==> config.mk <==
export PLATFORM = sky130hd
export DESIGN_NAME = cbu_stream_upload
export DESIGN_NICKNAME = d
export VERILOG_FILES = /design/src/rtl/cbu_pkg.sv /design/src/rtl/cbu_decode.sv /design/src/rtl/cbu_desc.sv /design/src/rtl/cbu_check.sv /design/src/rtl/cbu_req.sv /design/src/rtl/cbu_stream_upload.sv
export SDC_FILE = /design/constraint.sdc
export NUM_CORES = 1
export LEC_CHECK = 0
export CAP_MARGIN = 40
export CORE_UTILIZATION = 25
export DETAILED_ROUTE_END_ITERATION = 8
export PLACE_DENSITY_LB_ADDON = 0.2
export SLEW_MARGIN = 10
export SYNTH_ARGS = -nofsm -noshare
export SYNTH_HDL_FRONTEND = slang
export SYNTH_HIERARCHICAL = 1
export SYNTH_SLANG_ARGS = --single-unit
==> constraint.sdc <==
create_clock -name clk -period 12.7 [get_ports clk]
set_input_delay 2.54 -clock clk [delete_from_list [all_inputs] [get_ports clk]]
set_output_delay 2.54 -clock clk [all_outputs]
set_load 0.02 [all_outputs]
==> src/rtl/cbu_pkg.sv <==
package cbu_pkg;
  localparam int unsigned WORD_W   = 32;
  localparam int unsigned ADDR_W   = 2 * WORD_W;
  localparam int unsigned STEP     = 4;
  localparam int unsigned IDX_HI   = 0;
  localparam int unsigned IDX_LO   = 1;
  localparam int unsigned IDX_SIZE = 2;
  localparam int unsigned IDX_POS  = 3;

  typedef enum logic [2:0] {
    K_NONE = 3'd0,
    K_HI   = 3'd1,
    K_LO   = 3'd2,
    K_SIZE = 3'd3,
    K_POS  = 3'd4,
    K_DATA = 3'd5
  } reg_kind_e;
endpackage

==> src/rtl/cbu_decode.sv <==
module cbu_decode
  import cbu_pkg::*;
#(
  parameter int unsigned IDX_W      = 6,
  parameter int unsigned DATA_BASE  = 16,
  parameter int unsigned DATA_PORTS = 16
) (
  input  logic [IDX_W-1:0] idx,
  output reg_kind_e        kind
);
  logic [DATA_PORTS-1:0] port_hit;

  for (genvar g = 0; g < DATA_PORTS; g++) begin : g_port
    assign port_hit[g] = (idx == IDX_W'(DATA_BASE + g));
  end

  always_comb begin
    kind = K_NONE;
    if (|port_hit)                     kind = K_DATA;
    else if (idx == IDX_W'(IDX_HI))    kind = K_HI;
    else if (idx == IDX_W'(IDX_LO))    kind = K_LO;
    else if (idx == IDX_W'(IDX_SIZE))  kind = K_SIZE;
    else if (idx == IDX_W'(IDX_POS))   kind = K_POS;
  end
endmodule

==> src/rtl/cbu_desc.sv <==
module cbu_desc
  import cbu_pkg::*;
(
  input  logic              clk,
  input  logic              rst_n,
  input  logic              wr_en,
  input  reg_kind_e         kind,
  input  logic [WORD_W-1:0] wdata,
  input  logic              advance,
  output logic [ADDR_W-1:0] base,
  output logic [WORD_W-1:0] size,
  output logic [WORD_W-1:0] pos
);
  logic [WORD_W-1:0] base_hi, base_lo;

  always_ff @(posedge clk or negedge rst_n) begin
    if (!rst_n) begin
      base_hi <= '0;
      base_lo <= '0;
      size    <= '0;
      pos     <= '0;
    end else if (advance) begin
      pos <= pos + WORD_W'(STEP);
    end else if (wr_en) begin
      case (kind)
        K_HI:    base_hi <= wdata;
        K_LO:    base_lo <= wdata;
        K_SIZE:  size    <= wdata;
        K_POS:   pos     <= wdata;
        default: ;
      endcase
    end
  end

  assign base = {base_hi, base_lo};
endmodule

==> src/rtl/cbu_check.sv <==
module cbu_check
  import cbu_pkg::*;
(
  input  logic [ADDR_W-1:0] base,
  input  logic [WORD_W-1:0] size,
  input  logic [WORD_W-1:0] pos,
  output logic              null_err,
  output logic              bounds_err
);
  logic [WORD_W:0] end_pos;

  always_comb begin
    end_pos    = {1'b0, pos} + (WORD_W+1)'(STEP);
    bounds_err = end_pos > {1'b0, size};
    null_err   = (base == '0);
  end
endmodule

==> src/rtl/cbu_req.sv <==
module cbu_req
  import cbu_pkg::*;
(
  input  logic              clk,
  input  logic              rst_n,
  input  logic              load,
  input  logic [ADDR_W-1:0] addr_in,
  input  logic [WORD_W-1:0] data_in,
  input  logic              ready,
  output logic              valid,
  output logic [ADDR_W-1:0] addr,
  output logic [WORD_W-1:0] data
);
  always_ff @(posedge clk or negedge rst_n) begin
    if (!rst_n) begin
      valid <= 1'b0;
      addr  <= '0;
      data  <= '0;
    end else if (load) begin
      valid <= 1'b1;
      addr  <= addr_in;
      data  <= data_in;
    end else if (valid && ready) begin
      valid <= 1'b0;
    end
  end
endmodule

==> src/rtl/cbu_stream_upload.sv <==
module cbu_stream_upload
  import cbu_pkg::*;
#(
  parameter int unsigned IDX_W      = 6,
  parameter int unsigned DATA_BASE  = 16,
  parameter int unsigned DATA_PORTS = 16
) (
  input  logic              clk,
  input  logic              rst_n,
  input  logic              cfg_valid,
  output logic              cfg_ready,
  input  logic [IDX_W-1:0]  cfg_idx,
  input  logic [31:0]       cfg_wdata,
  output logic              req_valid,
  input  logic              req_ready,
  output logic [63:0]       req_addr,
  output logic [31:0]       req_data,
  output logic              fault_bounds,
  output logic              fault_null
);
  reg_kind_e         kind;
  logic              accept, data_hit, issue;
  logic              null_err, bounds_err;
  logic [ADDR_W-1:0] cur_base;
  logic [WORD_W-1:0] cur_size, cur_pos;

  cbu_decode #(
    .IDX_W(IDX_W), .DATA_BASE(DATA_BASE), .DATA_PORTS(DATA_PORTS)
  ) u_dec (
    .idx(cfg_idx), .kind(kind)
  );

  assign cfg_ready = ~req_valid;
  assign accept    = cfg_valid & cfg_ready;
  assign data_hit  = (kind == K_DATA);
  assign issue     = accept & data_hit & ~null_err & ~bounds_err;

  cbu_desc u_desc (
    .clk(clk), .rst_n(rst_n), .wr_en(accept), .kind(kind),
    .wdata(cfg_wdata), .advance(issue),
    .base(cur_base), .size(cur_size), .pos(cur_pos)
  );

  cbu_check u_chk (
    .base(cur_base), .size(cur_size), .pos(cur_pos),
    .null_err(null_err), .bounds_err(bounds_err)
  );

  cbu_req u_req (
    .clk(clk), .rst_n(rst_n), .load(issue),
    .addr_in(cur_base + ADDR_W'(cur_pos)), .data_in(cfg_wdata),
    .ready(req_ready), .valid(req_valid), .addr(req_addr), .data(req_data)
  );

  always_ff @(posedge clk or negedge rst_n) begin
    if (!rst_n) begin
      fault_bounds <= 1'b0;
      fault_null   <= 1'b0;
    end else if (accept && data_hit) begin
      if (bounds_err) fault_bounds <= 1'b1;
      if (null_err)   fault_null   <= 1'b1;
    end
  end
endmodule

==> results.ini <==
[logic_synthesis]
synth_top_cell_area_share_pct = 42.8
synth-edff-count = 0
synth_top_family_by_area = multiplexers
syn-cell-area_um2 = 13300
syn_nets = 1307
ys_warn_count = 6
synthTopCellsByArea = dfrtp_1 (43%), mux2_2 (14%), ha_1 (6.2%)
synth_fa_ha_area_share_pct = 6.37
ys_ff_latch = 227
muxShareOfSynthArea_pct = 17.0
synth_compound_area_share_pct = 10.5
synth_flop_cell = dfrtp_1
synth_cell_type_count = 87
postSynthAreaPerCell_um2 = 11.1
ys_async_sr_fraction_pct = 100
synth_top_cell_by_area = dfrtp_1
yosysSeqAreaShare_pct = 42.8
synth_xor_area_share_pct = 6.39
synth_simple_gate_area_share_pct = 13.2
postSynthCellCount = 1198

[floorplan]
die-area_um2 = 54100
fp.dieH_um = 233
core_um2 = 52600
fp.dieW_um = 233
io_pins = 142
initial_core_util_pct = 25.3
rows = 84

[routing]
via_per_inst = 4.88
drtAntennaViolNets = 0
drt-initial-drc-count = 675
wl_per_cell_um = 20.4
dr.pass1.iters = 5
drc = 0
routed-via-count = 9975
routed_wl_um = 41800

[cts]
postCtsResizedCells = 0
cts.sinks = 227
numCtsBuffers = 27
cts_setup_buffers = 0
clkLatencyLatePin_ns = 0.55
cts_root_buf = clkbuf_16
h-tree-depth = 1
cts_tree = done
clockBufferDepth = 3
path_clk_slew_ns = 0.06
cts_hold_buffers = 0

[grt]
grt_pass1_wl_um = 63900
use_met1_pct = 22.3
grt_max_degree = 84
antenna_found_initial = 0
gr-usage-met3_pct = 1.88
track_usage_pct = 15.5
grt.met2_usage_pct = 24.6
top_usage_layer = met2
globalRouteOverflowTotal = 0
grt_pass1_vias = 10100

[setup_path]
cp-start-kind = register
reg2reg_from = u_desc/pos[8]
crit_required_ns = 13.12
rr_worst_depth = 19
cp-end-kind = register
cp_max_fo = 51
r2r_setup_slack_ns = 6.88
arrival_ns = 6.23
crit_type = register to register
crit-reg2reg-capture = u_desc/pos[7]

[power_and_ir_drop]
totalPowerFinal_mw = 3.40
ir_worst_vdd_uv = 91.2
leakage_nw = 7.01
p_per_area_nw_per_um2 = 208

[sta]
relSlewSlack_pct = 35.7
setup_tns_ns = 0
finalHoldViolations = 0
period_share_pct = 45.8
setup_viol = 0
slew_viol_final = 0
tightest_slew_ns = 0.959
fin_skew_ns = 0.0131
min_period_ns = 5.82
rsz0062_at_grt = no
fmax_mhz = 172

[hold_path]
min_to = fault_null
worstHoldStart = fault_null
hold_path_class = register to register
whs_path_depth = 1

[final_layout]
diodes = 0
fin_nets = 1444
drive_gt1_share_pct = 21.4
area_delta_synth_final_pct = 23.0

[job]
drv_cap = 0

[placed_design]
gp_congestion = 0.867
numPortBuffers = 141
hpwl_um = 30900

[run_status]
outcome = finished clean

-- cell families (layout without fill, tap and decap cells) --
kind of cell,count (synthesis),in the layout
multiplexers,191,191
buffers and inverters,105,261
XOR/XNOR,97,97
flip-flops,227,227
AND/OR/NAND/NOR,312,312
adder cells (fa/ha/maj),67,67
AO/OA/AOI/OAI,199,199
-- routing by layer --
layer / part of all wire [%] / wire length (µm) / vias to the layer above
li1: - / - / 4680
met3: 3.8 / 1600 / 49
met4: 2.2 / 905 / 0
met1: 48 / 20000 / 5001
met5: 0 / 0 / -
met2: 46 / 19200 / 245
-- critical path, stage by stage, from the launching register on --
cell and delay (ns):
dfrtp_1 0.62, and4_4 0.33, and4_1 0.41, nand3_4 0.19
nor2_4 0.26, nand3_1 0.13, xnor2_1 0.15, ha_1 0.32
nand4_1 0.27, o221a_2 0.37, o21ai_0 0.26, a21oi_1 0.06
o21ai_0 0.49, nor3b_2 0.11, buf_4 0.30, buf_16 0.27
nor2_1 0.46, nor2_2 0.23, a311oi_1 0.32, a211oi_1 0.08
-- power by group --
group,internal (mW),total [mW],switching [mW]
sequential,0.944,1.19,0.246
combinational,0.692,1.42,0.728
clock,0.472,0.787,0.316
-- layout by cell type (no fill, tap or decap), drive strengths merged, types with 17 or more instances in the layout --
| cell | netlist | routed |
|---|---|---|
| nor3 | 17 | 17 |
| xor2 | 44 | 44 |
| clkbuf | 8 | 43 |
| clkdlybuf4s50 | 0 | 140 |
| nand2 | 69 | 69 |
| o21ai | 29 | 29 |
| a21oi | 63 | 63 |
| ha | 66 | 66 |
| mux2 | 190 | 190 |
| and3 | 20 | 20 |
| nor2 | 49 | 49 |
| nand3 | 40 | 40 |
| inv | 56 | 57 |
| dfrtp | 227 | 227 |
| xnor2 | 53 | 53 |
| nand4 | 46 | 46 |
| a21o | 27 | 27 |
| nor4 | 22 | 22 |
| a211oi | 19 | 19 |
-- Yosys cell counts, drive strengths merged (7+ instances only) --
cell type and number:
inv 56, buf 40, xnor2 53, nand2 69
o21ai 29, nor2 49, ha 66, or3 7
nor2b 11, xor2 44, a221oi 8, a211oi 19
and3 20, nor4 22, a21oi 63, and4 9
dfrtp 227, clkbuf 8, nor3 17, a21o 27
nand3 40, mux2 190, nand4 46, a31oi 8
-- registers in the layout (all words and copies together), names as in the netlist --
| register | cells |
|---|---|
| u_desc/pos | 32 |
| u_desc/base_hi | 32 |
| u_req/data | 32 |
| fault_bounds | 1 |
| u_desc/size | 32 |
| fault_null | 1 |
| u_desc/base_lo | 32 |
| u_req/addr | 64 |
| u_req/valid | 1 |
-- stage by stage --
step | hold WS (ns) | utilization, % | area [µm²] | setup WS, ns | instances
after floorplan | 0.450 | - | 13300 | 7.69 | 1198
after global placement | 0.459 | 29.2 | 15400 | 6.01 | 1987
after detailed placement | 0.445 | 29.4 | 15500 | 6.40 | 1994
after CTS | 0.472 | 31.1 | 16300 | 6.97 | 2042
after global routing | 0.482 | 31.1 | 16300 | 6.47 | 2042
final | 0.470 | 31.1 | 16300 | 6.88 | 2042
-- worst max path at each step --
stage,from,to
2_1_floorplan,cfg_idx[3],u_desc/base_hi[10]
3_3_place_gp,cfg_idx[3],u_req/addr[27]
3_5_place_dp,cfg_idx[3],u_desc/pos[8]
4_1_cts,u_desc/pos[2],u_desc/pos[8]
5_1_grt,u_desc/pos[2],u_desc/pos[8]
6_report,u_desc/pos[8],u_desc/pos[7]
-- area by class of cell --
cell class	count	area (µm²)
multi-input combinational	866	7120
timing repair buffer	156	1590
fill	5481	36200
tap	688	861
sequential	227	5680
clock buffer	43	806
inverter	57	214
clock inverter	5	78.8
(Power assumes the default switching activity.)
